==> src/rtl/qb_port_pkg.sv <==
package qb_port_pkg;
  typedef enum logic [1:0] {
    QB_PLAIN  = 2'd0,
    QB_ALTFN  = 2'd1,
    QB_MUXBUS = 2'd2
  } qb_variant_e;
endpackage

==> src/rtl/qb_latch.sv <==
module qb_latch #(
  parameter int WIDTH = 8,
  localparam int SEL_W = $clog2(WIDTH)
) (
  input  logic             clk,
  input  logic             rst_n,
  input  logic             wr_byte_en,
  input  logic [WIDTH-1:0] wr_byte_data,
  input  logic             wr_bit_en,
  input  logic [SEL_W-1:0] wr_bit_sel,
  input  logic             wr_bit_val,
  output logic [WIDTH-1:0] latch_q
);
  logic [WIDTH-1:0] latch_nxt;

  always_comb begin
    latch_nxt = latch_q;
    if (wr_byte_en) latch_nxt = wr_byte_data;
    if (wr_bit_en)  latch_nxt[wr_bit_sel] = wr_bit_val;
  end

  always_ff @(posedge clk) begin
    if (!rst_n) latch_q <= '1;
    else        latch_q <= latch_nxt;
  end

  // a lone byte write lands in the latch
  assert_byte_load_R2: assert property (@(posedge clk) disable iff (!rst_n)
    (wr_byte_en && !wr_bit_en) |=> latch_q == $past(wr_byte_data));

  // a lone bit write leaves the other bits alone
  assert_bit_isolated_R3: assert property (@(posedge clk) disable iff (!rst_n)
    (wr_bit_en && !wr_byte_en) |=>
      ((latch_q ^ $past(latch_q)) & ~(WIDTH'(1) << $past(wr_bit_sel))) == '0);

  // the selected bit takes the written value, even with a byte write
  assert_bit_value_R3: assert property (@(posedge clk) disable iff (!rst_n)
    wr_bit_en |=> latch_q[$past(wr_bit_sel)] == $past(wr_bit_val));
endmodule

==> src/rtl/qb_drive.sv <==
module qb_drive
  import qb_port_pkg::*;
#(
  parameter int          WIDTH   = 8,
  parameter qb_variant_e VARIANT = QB_ALTFN
) (
  input  logic             clk,
  input  logic             rst_n,
  input  logic [WIDTH-1:0] latch_q,
  input  logic [WIDTH-1:0] alt_out,
  input  logic             ext_mode,
  input  logic             ext_addr_phase,
  input  logic [WIDTH-1:0] ext_addr_lo,
  input  logic [WIDTH-1:0] ext_data_out,
  input  logic             ext_data_oe,
  output logic [WIDTH-1:0] pin_pull_low,
  output logic [WIDTH-1:0] pin_weak_high,
  output logic [WIDTH-1:0] pin_strong_high
);
  localparam bit HAS_ALT    = (VARIANT == QB_ALTFN);
  localparam bit HAS_PULLUP = (VARIANT != QB_MUXBUS);
  localparam bit IS_BUS     = (VARIANT == QB_MUXBUS);

  logic [WIDTH-1:0] eff;
  logic [WIDTH-1:0] bus_val;
  logic             bus_en;
  logic             bus_active;

  assign eff        = latch_q & (HAS_ALT ? alt_out : {WIDTH{1'b1}});
  assign bus_val    = ext_addr_phase ? ext_addr_lo : ext_data_out;
  assign bus_en     = ext_addr_phase | ext_data_oe;
  assign bus_active = IS_BUS & ext_mode;

  for (genvar i = 0; i < WIDTH; i++) begin : g_pin
    always_comb begin
      pin_pull_low[i]    = ~eff[i];
      pin_weak_high[i]   = HAS_PULLUP & eff[i];
      pin_strong_high[i] = 1'b0;
      if (bus_active) begin
        pin_pull_low[i]    = bus_en & ~bus_val[i];
        pin_strong_high[i] = bus_en & bus_val[i];
        pin_weak_high[i]   = 1'b0;
      end
    end
  end

  // never fight the pull-down
  assert_no_contention_R12: assert property (@(posedge clk) disable iff (!rst_n)
    (pin_pull_low & (pin_weak_high | pin_strong_high)) == '0);

  if (HAS_ALT) begin : g_chk_alt
    // pull-down follows latch AND alternate line
    assert_alt_and_R4: assert property (@(posedge clk) disable iff (!rst_n)
      pin_pull_low == ~(latch_q & alt_out));
  end

  if (IS_BUS) begin : g_chk_bus
    // no high drive of any kind in general use
    assert_open_drain_R9: assert property (@(posedge clk) disable iff (!rst_n)
      !ext_mode |-> (pin_weak_high | pin_strong_high) == '0);
    // address phase carries the address strongly
    assert_addr_drive_R10: assert property (@(posedge clk) disable iff (!rst_n)
      (ext_mode && ext_addr_phase) |-> (pin_strong_high == ext_addr_lo && pin_pull_low == ~ext_addr_lo));
    // released bus floats
    assert_bus_float_R11: assert property (@(posedge clk) disable iff (!rst_n)
      (ext_mode && !ext_addr_phase && !ext_data_oe) |-> (pin_pull_low | pin_strong_high | pin_weak_high) == '0);
  end else begin : g_chk_quasi
    // effective 1 gives a weak high only
    assert_weak_high_R5: assert property (@(posedge clk) disable iff (!rst_n)
      (pin_strong_high == '0) && (pin_weak_high == ~pin_pull_low));
  end
endmodule

==> src/rtl/qb_readback.sv <==
module qb_readback #(
  parameter int WIDTH = 8
) (
  input  logic             clk,
  input  logic             rst_n,
  input  logic             rd_pin_stb,
  input  logic             rd_latch_stb,
  input  logic [WIDTH-1:0] pin_in,
  input  logic [WIDTH-1:0] latch_q,
  output logic [WIDTH-1:0] rd_data,
  output logic             rd_valid
);
  always_ff @(posedge clk) begin
    if (!rst_n) begin
      rd_data  <= '0;
      rd_valid <= 1'b0;
    end else begin
      rd_valid <= rd_pin_stb | rd_latch_stb;
      if (rd_latch_stb)    rd_data <= latch_q;
      else if (rd_pin_stb) rd_data <= pin_in;
    end
  end

  // pin read returns the sampled level
  assert_pin_read_R6: assert property (@(posedge clk) disable iff (!rst_n)
    (rd_pin_stb && !rd_latch_stb) |=> (rd_valid && rd_data == $past(pin_in)));

  // no strobe, no valid
  assert_valid_pulse_R6: assert property (@(posedge clk) disable iff (!rst_n)
    !(rd_pin_stb || rd_latch_stb) |=> !rd_valid);

  // latch read wins
  assert_latch_read_R7: assert property (@(posedge clk) disable iff (!rst_n)
    rd_latch_stb |=> (rd_valid && rd_data == $past(latch_q)));
endmodule

==> src/rtl/qb_port.sv <==
module qb_port
  import qb_port_pkg::*;
#(
  parameter qb_variant_e VARIANT = QB_ALTFN,
  parameter int          WIDTH   = 8,
  localparam int         SEL_W   = $clog2(WIDTH)
) (
  input  logic             clk,
  input  logic             rst_n,
  input  logic             wr_byte_en,
  input  logic [WIDTH-1:0] wr_byte_data,
  input  logic             wr_bit_en,
  input  logic [SEL_W-1:0] wr_bit_sel,
  input  logic             wr_bit_val,
  input  logic             rd_pin_stb,
  input  logic             rd_latch_stb,
  output logic [WIDTH-1:0] rd_data,
  output logic             rd_valid,
  input  logic [WIDTH-1:0] pin_in,
  input  logic [WIDTH-1:0] alt_out,
  output logic [WIDTH-1:0] alt_in,
  input  logic             ext_mode,
  input  logic             ext_addr_phase,
  input  logic [WIDTH-1:0] ext_addr_lo,
  input  logic [WIDTH-1:0] ext_data_out,
  input  logic             ext_data_oe,
  output logic [WIDTH-1:0] pin_pull_low,
  output logic [WIDTH-1:0] pin_weak_high,
  output logic [WIDTH-1:0] pin_strong_high
);
  logic [WIDTH-1:0] latch_q;

  qb_latch #(.WIDTH(WIDTH)) u_latch (
    .clk(clk), .rst_n(rst_n),
    .wr_byte_en(wr_byte_en), .wr_byte_data(wr_byte_data),
    .wr_bit_en(wr_bit_en), .wr_bit_sel(wr_bit_sel), .wr_bit_val(wr_bit_val),
    .latch_q(latch_q)
  );

  qb_drive #(.WIDTH(WIDTH), .VARIANT(VARIANT)) u_drive (
    .clk(clk), .rst_n(rst_n), .latch_q(latch_q), .alt_out(alt_out),
    .ext_mode(ext_mode), .ext_addr_phase(ext_addr_phase),
    .ext_addr_lo(ext_addr_lo), .ext_data_out(ext_data_out), .ext_data_oe(ext_data_oe),
    .pin_pull_low(pin_pull_low), .pin_weak_high(pin_weak_high),
    .pin_strong_high(pin_strong_high)
  );

  qb_readback #(.WIDTH(WIDTH)) u_read (
    .clk(clk), .rst_n(rst_n), .rd_pin_stb(rd_pin_stb), .rd_latch_stb(rd_latch_stb),
    .pin_in(pin_in), .latch_q(latch_q), .rd_data(rd_data), .rd_valid(rd_valid)
  );

  // alternate inputs tap the pin in parallel with the read path
  assign alt_in = pin_in;

  // the alternate input equals the pin level
  always_comb begin
    if (rst_n) assert_alt_in_R8: assert (alt_in == pin_in);
  end
endmodule

==> config.mk <==
export PLATFORM = sky130hd
export DESIGN_NAME = qb_port
export DESIGN_NICKNAME = d
export VERILOG_FILES = /design/src/rtl/qb_port_pkg.sv /design/src/rtl/qb_latch.sv /design/src/rtl/qb_drive.sv /design/src/rtl/qb_readback.sv /design/src/rtl/qb_port.sv
export SDC_FILE = /design/constraint.sdc
export NUM_CORES = 1
export LEC_CHECK = 0
export ABC_AREA = 1
export BUFFER_PORTS_ARGS = -buffer_cell sky130_fd_sc_hd__clkbuf_2
export CAP_MARGIN = 30
export CORE_AREA = 2 2 56 58
export DETAILED_ROUTE_END_ITERATION = 7
export DIE_AREA = 0 0 58 60
export GPL_TIMING_DRIVEN = 0
export PLACE_DENSITY_LB_ADDON = 0.25
export SLEW_MARGIN = 20
export SYNTH_ARGS = -nofsm -noshare
export SYNTH_HDL_FRONTEND = slang
export SYNTH_SLANG_ARGS = --single-unit
==> constraint.sdc <==
create_clock -name clk -period 1.2 [get_ports clk]
set_input_delay 0.18 -clock clk [delete_from_list [all_inputs] [get_ports clk]]
set_output_delay 0.18 -clock clk [all_outputs]
set_load 0.02 [all_outputs]
[Word-level counts from Yosys, hierarchy flattened]
Index checks and enable logic that the tools add are counted.
Word-level totals
  bits in registers: 17
  input bits: 53
  logic and storage cells: 24
Cells by class
  order comparisons: 2
  multiplexer cells: 7
  bitwise logic cells: 10
  reduce and logical (&&, ||, !) cells: 2
Operators with widths (number)
  $mux 8: 4
  $and 8x8->8: 1
  $bwmux 8: 1
  $not 1->1: 8
  $lt 3x4->1 const B: 1
  $demux 1 s3: 1
  $ge 3x1->1 const B: 1
  $reduce_bool 2->1: 1
  $logic_and 1x1->1: 1
  $mux 1: 1
  $or 1x1->1: 1

[Depth between registers and ports, before layout]
Gate-level depths: netlist of the first run.
  depth after elaboration: 6
  mapped depth: 6

[Modules after synthesis]
From an unflattened synthesis of the first run, not the netlist that was laid out.
Second synthesis, totals
  cell total of the unflattened synthesis: 176
  area, all modules: 1112.3 um^2
Modules (own cells, without submodules)
  qb_latch: instances 1, cells each 79, area an instance 473.0 um^2, seq. area each 160.2 um^2
  qb_readback: instances 1, cells each 64, area an instance 435.4 um^2, seq. area each 180.2 um^2
  qb_drive: instances 1, cells each 25, area an instance 143.9 um^2, seq. area each 0.0 um^2
  qb_port: instances 1, cells each 8, area an instance 60.1 um^2, seq. area each 0.0 um^2

[Least setup slack after synthesis of the first run]
No wires, ideal clock.
  kind: reg2out
  from: reg u_latch.latch_q[3]
  to: out pin_weak_high[3]
  data arrival time: 0.670 ns
  data required time: 1.020 ns
  path slack: 0.350 ns
  cell stages (with the launch flop): 3
  path through: dfxtp_1 nand2_1 inv_1
Between the ends
  cells in the longest elaborated chain, start to end: 1
RTL lines
  start, declared: RTL line qb_latch.sv:12  | output logic [WIDTH-1:0] latch_q
  start signal, assigned: RTL line qb_latch.sv:24  | else latch_q <= latch_nxt;
  $and 8x8->8: RTL line qb_drive.sv:29  | assign eff = latch_q & (HAS_ALT ? alt_out : {WIDTH{1'b1}});
  end, declared: RTL line qb_port.sv:28  | output logic [WIDTH-1:0] pin_weak_high,
Every way passes these cells.

[Worst setup path in the final report of the first run]
  from: reg u_latch.latch_q[4]
  to: out pin_weak_high[4]
Same word-level chain as after synthesis.

==> flow_summary_export.csv, run 1 <==
group,metric,value,unit
synthesis,netlist_instances,175,
power_and_ir_drop,cellLeakagePower,0.000951,uW
critical_path,slowest_stage,"dfxtp_1",
status,status,"completed",
synthesis,yosys_warnings,0,
hold_path,min_from,"rd_latch_stb",
power_and_ir_drop,p_int,946,uW
timing,max_freq,882,MHz
clock_network,root_buffer,"clkbuf_4",
finish,stdcell_area,1530,um^2
grt,overflow,0,
synthesis,synth_area,1120,um^2
hold_path,hold_depth,2,
timing,finalCritPeriodShare,94.4,%
synthesis,ys_types,17,
hold_path,holdPathEnd,"u_read.rd_valid",
critical_path,path_delay_family,"flip-flops",
timing,clock_skew,0.00657,ns
clock_network,cts_made_buffers,3,
synthesis,synth_ff_type,"dfxtp_1",
critical_path,crit_chain,"nand2_1 > inv_1 > clkbuf_2",
critical_path,r2r-end,"u_read.rd_data[3]",
critical_path,worstPathArrival,0.95,ns
critical_path,critPathMaxStageDelay,0.38,ns
finish,multi_input_comb_area,544,um^2
power_and_ir_drop,clkPwrFrac,21.1,%
detailed_routing,ant_nets,0,
finish,layout-drive-gt1-share,40.3,%
finish,fillers,322,
place,gp_congestion,0.764,
power_and_ir_drop,vdd_drop_max,610,uV
detailed_routing,routed_wl,2500,um
finish,final-instance-count-excl-fill,281,
critical_path,cp_max_fo,3,
critical_path,rr_worst_depth,3,
place,post-dp-hpwl,2040,um
detailed_routing,drtIter0Drc,14,
grt,antenna_found_initial,0,
synthesis,yosys-top-cells-count,"66 x nand2_1, 18 x buf_4, 17 x dfxtp_1, 17 x inv_1, 16 x nand3_1",
clock_network,cts_tree,"built",
detailed_routing,vias_per_cell,4.17,
finish,syn_to_final_growth,36.7,%
timing,drv_slew,0,
detailed_routing,drc_errors,0,
critical_path,crit_type,"flop to primary output",
timing,finalSetupTns,0,ns
floorplanning,rows,20,
synthesis,yosysTopAreaCell,"dfxtp_1",
critical_path,critPathRequiredTime,1.02,ns
place,placed_area,1490,um^2
clock_network,cts-htree-levels,1,
place,place_inst,277,
power_and_ir_drop,swShare,35.2,%
synthesis,async_reset_ff_share,0,%
floorplanning,fp.dieW,58,um
finish,nNetsFinal,302,
clock_network,clockBufferDepth,2,
critical_path,startpoint_type,"flop",
grt,grt_pass1_wl,4000,um
floorplanning,dieArea,3480,um^2
synthesis,avgSynthCellArea,6.38,um^2
power_and_ir_drop,power_density,958,nW/um^2
timing,period_needed,1.13,ns
power_and_ir_drop,switching_power,515,uW
place,port_buffers,62,
floorplanning,initial_core_util,38.4,%
floorplanning,die_h,60,um
clock_network,cts_sinks,17,
flow_run,max-cap-violations,0,
clock_network,clock_latency,0.29,ns
critical_path,timing.rr.start,"u_latch.latch_q[3]",
power_and_ir_drop,p_comb_share,34.9,%
finish,num_antenna_cells,0,
hold_path,holdCritPathClass,"primary input to flop",
critical_path,crit_buf_inv,2,
floorplanning,core,2900,um^2
synthesis,synth_area_leaders,"dfxtp_1 30%, nand2_1 22%, buf_4 12%, nand3_1 7.2%, inv_1 5.7%",
detailed_routing,dr.pass1.iters,2,
grt,grt_util_all_layers,14.6,%
synthesis,synth_edf_count,0,
grt,grt_max_degree,11,
finish,regArea,345,um^2
synthesis,ys_seq_elements,17,
grt,grt_pass1_vias,952,
floorplanning,io_pins,94,
detailed_routing,vias,1173,
critical_path,endpoint_kind,"primary output",
power_and_ir_drop,p_seq_share,44.0,%
timing,setup_viol,0,
synthesis,post-synth-top-count-cell,"nand2_1",
detailed_routing,wire_per_inst,8.89,um
synthesis,synth_top_area_share,30.5,%
synthesis,yosysSeqAreaShare,30.5,%
timing,grt_setup_unrepaired,"false",
clock_network,path_clk_slew,0.10,ns
clock_network,cts_setup_buffers,0,
critical_path,r2r_slack,0.43,ns
timing,hold_viol,0,
-- state kept, by name, indices dropped and copies added (netlist names) --
| register | flops |
|---|---|
| u_latch.latch_q | 8 |
| u_read.rd_data | 8 |
| u_read.rd_valid | 1 |
-- stage by stage --
step	hold slack (ns)	util [%]	setup WS [ns]	power (uW)
after CTS	0.160	52.4	0.0371	1470
after floorplan	0.319	-	0.350	996
after global placement	0.452	51.5	0.351	1160
after detailed placement	0.465	51.5	0.331	1160
after global routing	0.179	52.5	0.00418	1550
final	0.168	52.5	0.0666	1460
-- per-layer routing --
metal | up-vias | global-route usage (%) | share of wire [%]
met2 | 39 | 25.3 | 46
met4 | 0 | 0.997 | 0
met3 | 0 | 4.55 | 8.3
met1 | 477 | 18.6 | 46
li1 | 657 | - | -
met5 | - | 0 | 0
-- power groups by stage --
| stage | clock network, uW | registers, uW | logic, uW |
|---|---|---|---|
| after floorplan | 0 | 675 | 321 |
| after global placement | 0 | 653 | 506 |
| after detailed placement | 0 | 654 | 511 |
| after CTS | 316 | 641 | 513 |
| after global routing | 339 | 650 | 564 |
| final | 309 | 643 | 509 |
-- cells in the final DEF (no fill, tap or decap) --
master     n
a21boi_1   8
buf_4     18
buf_6      2
clkbuf_1   1
clkbuf_2  62
clkbuf_4   4
clkinv_1   1
conb_1     8
dfxtp_1   13
dfxtp_2    4
inv_1     17
inv_2      5
inv_4      1
nand2_1   66
nand2_4    1
nand3_1   16
nor2_1     9
nor2_4     3
o21a_1     1
o21ai_1    8
-- area by class of cell --
type	count	area share (%)
Multi-Input combinational cell	120	35.7
Sequential cell	17	22.6
Timing Repair Buffer	62	20.3
Buffer	21	10.8
Inverter	24	6.07
Tap cell	33	2.71
Clock buffer	4	1.72
-- cells by family after synthesis --
kind of cell,count (synthesis),share of synthesized area [%]
buf+inv,45,23.1
compound gates,17,9.64
other cells,1,0.336
simple gates,95,36.4
flops,17,30.5
-- worst max-delay path by stage --
stage / slack (ns) / start / end / depth (start not counted)
after floorplan: 0.35 / u_latch.latch_q[3] / pin_weak_high[3] / 2
after CTS: 0.04 / u_latch.latch_q[3] / pin_weak_high[3] / 3
after global placement: 0.35 / wr_bit_sel[2] / u_latch.latch_q[0] / 5
final: 0.07 / u_latch.latch_q[4] / pin_weak_high[4] / 3
after detailed placement: 0.33 / wr_bit_sel[2] / u_latch.latch_q[0] / 5
after global routing: 0.004 / u_latch.latch_q[5] / pin_weak_high[5] / 3
-- what timing repair did --
| item | 4_1_cts | 5_1_grt |
|---|---|---|
| setup endpoints to repair | 0 | 4 |
| hold buffers | 0 | 0 |
| gates resized for setup | 0 | 4 |
(Power assumes the default switching activity.)
==> inputs of run 2 (changes only) <==
- SETUP_SLACK_MARGIN: default -> 0.2
==> run 2 against run 1 <==
Effect of this change: fmax rose by 5.7%; total power increased by 11%; via count increased by 5.5%; critical path depth is the same; sequential share of layout area decreased by 2.7 points; die area did not move; first-iteration DRC count rose by 64%; critical endpoint is now pin_weak_high[0]; largest cell class is now buffers.
==> flow_summary_export.csv, run 2 (synthesis gave the netlist of run 1 again) <==
group,metric,value,unit
detailed_routing,vias_per_cell,4.30,
clock_network,clock_latency,0.29,ns
place,place_inst,277,
detailed_routing,drtIter0Drc,23,
detailed_routing,ant_nets,0,
power_and_ir_drop,power_density,908,nW/um^2
floorplanning,dieArea,3480,um^2
finish,layout_commonest_cell,"nand2_1",
timing,hold_viol,0,
clock_network,cts_tree,"built",
grt,grt_max_degree,11,
critical_path,cp_max_fo,2,
floorplanning,rows,20,
grt,antenna_found_initial,0,
power_and_ir_drop,cellLeakagePower,0.00103,uW
clock_network,path_clk_slew,0.10,ns
detailed_routing,wire_per_inst,10.2,um
floorplanning,io_pins,94,
finish,utilization,61.5,%
clock_network,cts-htree-levels,1,
power_and_ir_drop,p_total,1620,uW
timing,setup_viol,0,
timing,period_needed,1.07,ns
grt,grt_pass1_wl,4570,um
power_and_ir_drop,vdd_drop_max,651,uV
finish,nNetsFinal,309,
timing,hold_slack,0.168,ns
timing,clock_skew,0.00121,ns
clock_network,root_buffer,"clkbuf_4",
status,status,"completed",
critical_path,worstPathArrival,0.89,ns
finish,final_cell_mix,"58 x nand2_1, 38 x clkbuf_2, 32 x buf_4",
grt,grt_util_all_layers,16.7,%
finish,syn_to_final_growth,59.9,%
clock_network,postCtsHoldBufs,0,
timing,drv_slew,0,
timing,finalCritPeriodShare,89.3,%
place,port_buffers,62,
floorplanning,fp.dieW,58,um
clock_network,cts_sinks,17,
floorplanning,initial_core_util,38.4,%
place,post-dp-hpwl,2040,um
clock_network,clockBufferDepth,2,
detailed_routing,routed_wl,2940,um
detailed_routing,dr_wl_met3,221,um
critical_path,endpoint_kind,"primary output",
floorplanning,core,2900,um^2
detailed_routing,met1Wirelength,1240,um
critical_path,critPathRequiredTime,1.02,ns
finish,num_antenna_cells,0,
detailed_routing,drc_errors,0,
timing,max_freq,933,MHz
timing,finalSetupTns,0,ns
critical_path,crit_type,"flop to primary output",
grt,grt_pass1_vias,1081,
detailed_routing,dr.pass1.iters,4,
finish,final-instance-count-excl-fill,288,
detailed_routing,top_layer,"met3",
clock_network,cts_made_buffers,3,
grt,overflow,0,
finish,layout-drive-gt1-share,51.8,%
timing,grt_setup_unrepaired,"true",
floorplanning,die_h,60,um
detailed_routing,vias,1237,
finish,reg.largest.list,"u_latch.latch_q x8, u_read.rd_data x8, u_read.rd_valid x1",
detailed_routing,wl_met2,1480,um
flow_run,max-cap-violations,0,
critical_path,startpoint_type,"flop",
finish,fillers,300,
hold_path,holdCritPathClass,"primary input to flop",
place,gp_congestion,0.764,
[run 2: power by group]
part / internal [uW] / total, uW / switching [uW]
Sequential: 617 / 648 / 30.4
Combinational: 318 / 662 / 344
Clock: 129 / 310 / 181
[run 2: repair_timing]
item                                    in CTS  in global routing
endpoints found under the hold margin        0                  0
buffers inserted                             7                  0
endpoints found under the setup margin      18                 24
resized for setup                           53                 35
pin swaps                                    5                  7
[run 2: worst max-delay path, stage by stage (launching register included)]
cell and delay, ns:
dfxtp_2 0.35, nand2_2 0.07, inv_2 0.07, buf_8 0.10
[run 2: area by class of cell]
| cell class | instances | area, um^2 | share of cell area, % |
|---|---|---|---|
| multi-input combinational | 120 | 564 | 31.6 |
| timing repair buffer | 69 | 538 | 30.2 |
| sequential | 17 | 357 | 20.0 |
| buffer | 21 | 165 | 9.26 |
| inverter | 24 | 92.6 | 5.19 |
| tap | 33 | 41.3 | 2.31 |
| clock buffer | 4 | 26.3 | 1.47 |
[run 2: metal layers]
layer  vias up  track usage (%)
met5         -                0
met2        40             30.2
met1       527             20.9
met3         0             4.55
met4         0            0.997
li1        670                -
[run 2: path summary, 6_finish.rpt]
path                            from                end  slack (ns)  cells past startpoint
setup reg to reg  u_latch.latch_q[3]  u_read.rd_data[3]        0.31                      4
hold / removal          rd_latch_stb    u_read.rd_valid        0.17                      2
hold reg to reg    u_read.rd_data[5]  u_read.rd_data[5]        0.50                      2
setup / recovery  u_latch.latch_q[0]   pin_weak_high[0]        0.13                      3
[run 2: stage by stage]
| step | cell area (um^2) | worst slack (ns) |
|---|---|---|
| 2_1_floorplan | 1140 | 0.350 |
| 3_3_place_gp | 1490 | 0.351 |
| 3_5_place_dp | 1490 | 0.331 |
| 4_1_cts | 1740 | 0.132 |
| 5_1_grt | 1780 | 0.0823 |
| 6_report | 1780 | 0.128 |
==> inputs of run 3 (changes only) <==
- CTS_BUF_LIST: default -> sky130_fd_sc_hd__clkbuf_8
==> run 3 against run 2 <==
Effect of this change: first-iteration DRC count up 22%; via count up 2.2%; wire length shrank 5.5%; critical path depth stayed put; sequential cell count unchanged; count of clock-buffer cells in the layout down 1; critical endpoint is now pin_weak_high[3].
==> flow_summary_export.csv, run 3 (synthesis gave the netlist of run 1 again) <==
group,metric,value,unit
critical_path,timing.rr.start,"u_latch.latch_q[1]",
critical_path,endpoint_kind,"primary output",
critical_path,crit_type,"flop to primary output",
timing,drv_slew,0,
critical_path,cp_max_fo,2,
finish,layout-drive-gt1-share,50.0,%
timing,max_freq,999,MHz
grt,grt_pass1_vias,1070,
place,gp_congestion,0.764,
finish,layout_commonest_cell,"nand2_1",
finish,syn_to_final_growth,54.4,%
flow_run,max-cap-violations,0,
clock_network,clockBufferDepth,2,
power_and_ir_drop,vdd_drop_max,678,uV
detailed_routing,vias_per_cell,4.37,
critical_path,worstSetupEndpoint,"pin_weak_high[3]",
detailed_routing,drtIter0Drc,28,
clock_network,cts_made_buffers,3,
clock_network,cts_sinks,17,
status,status,"completed",
floorplanning,fp.dieW,58,um
floorplanning,initial_core_util,38.4,%
clock_network,root_buffer,"clkbuf_8",
critical_path,r2r-end,"u_read.rd_data[1]",
timing,clock_skew,0.000271,ns
grt,grt_pass1_wl,4430,um
critical_path,rr_worst_depth,5,
timing,finalCritPeriodShare,83.4,%
timing,setup_viol,0,
place,port_buffers,62,
timing,grt_setup_unrepaired,"true",
grt,antenna_found_initial,0,
finish,reg.largest.list,"u_latch.latch_q x8, u_read.rd_data x8, u_read.rd_valid x1",
critical_path,crit_chain,"nand2_2 > inv_2 > buf_8",
critical_path,startpoint,"u_latch.latch_q[3]",
detailed_routing,ant_nets,0,
floorplanning,io_pins,94,
floorplanning,dieArea,3480,um^2
power_and_ir_drop,p_total,1680,uW
critical_path,slowest_stage,"dfxtp_2",
detailed_routing,wire_per_inst,9.63,um
grt,overflow,0,
finish,num_antenna_cells,0,
floorplanning,rows,20,
finish,fillers,304,
clock_network,cts_tree,"built",
clock_network,clock_latency,0.25,ns
power_and_ir_drop,power_density,974,nW/um^2
finish,final_cell_mix,"58 x nand2_1, 46 x clkbuf_2, 29 x buf_4",
critical_path,critPathRequiredTime,1.02,ns
grt,grt_util_all_layers,16.2,%
clock_network,path_clk_slew,0.06,ns
place,post-dp-hpwl,2040,um
finish,nNetsFinal,310,
detailed_routing,drc_errors,0,
critical_path,critPathMaxStageDelay,0.35,ns
floorplanning,core,2900,um^2
hold_path,holdCritPathClass,"primary input to flop",
critical_path,r2r_slack,0.23,ns
detailed_routing,routed_wl,2780,um
floorplanning,die_h,60,um
power_and_ir_drop,cellLeakagePower,0.00101,uW
timing,hold_viol,0,
clock_network,cts-htree-levels,1,
critical_path,startpoint_type,"flop",
detailed_routing,vias,1264,
timing,period_needed,1.00,ns
critical_path,worstPathArrival,0.82,ns
clock_network,postCtsHoldBufs,0,
detailed_routing,dr.pass1.iters,4,
grt,grt_max_degree,11,
timing,finalSetupTns,0,ns
finish,utilization,59.4,%
run 3: layer usage:
| layer | vias to the layer above | share of wire, % | track usage (%) |
|---|---|---|---|
| li1 | 672 | - | - |
| met1 | 544 | 42 | 20.1 |
| met2 | 48 | 49 | 29.2 |
| met3 | 0 | 8.8 | 4.55 |
| met4 | 0 | 0 | 0.997 |
| met5 | - | 0 | 0 |
run 3: worst min path at each step:
stage,startpoint,endpoint,cells past startpoint
CTS,rd_latch_stb,u_read.rd_valid,2
global route,rd_latch_stb,u_read.rd_valid,2
floorplan,rst_n,u_read.rd_data[0],2
global placement,rd_latch_stb,u_read.rd_valid,2
detailed placement,rd_latch_stb,u_read.rd_valid,2
finish,rd_latch_stb,u_read.rd_valid,2
run 3: stage by stage:
step                cells  hold slack [ns]  instance area [um^2]  worst slack (ns)
detailed placement    277            0.465                  1490             0.331
finish                289            0.205                  1720             0.199
global route          289            0.228                  1720             0.171
global placement      277            0.452                  1490             0.351
floorplan             182            0.319                  1140             0.350
CTS                   288            0.206                  1690             0.187
run 3: timing repair:
| item | 4_1_cts | 5_1_grt |
|---|---|---|
| resized for setup | 40 | 21 |
| pin swaps | 4 | 4 |
| hold endpoints to repair | 0 | 0 |
| setup endpoints to repair | 16 | 16 |
| setup buffers | 7 | 1 |
run 3: final cells by class:
type,count,area (um^2),area share (%)
clock buffer,3,41.3,2.40
timing repair buffer,70,464,26.9
multi-input combinational,120,564,32.8
clock inverter,1,3.75,0.218
sequential,17,350,20.3
tap,33,41.3,2.40
buffer,21,165,9.59
inverter,24,92.6,5.37
run 3: power by group:
part	switching (uW)	total (uW)	internal (uW)
clock	189	416	227
combinational	336	618	282
sequential	29.1	644	615
run 3: worst max-delay path: cells and delay by family, from the launching register on:
family / cells / cell delay (ns)
simple gates: 1 / 0.07
flops: 1 / 0.35
buf+inv: 2 / 0.16
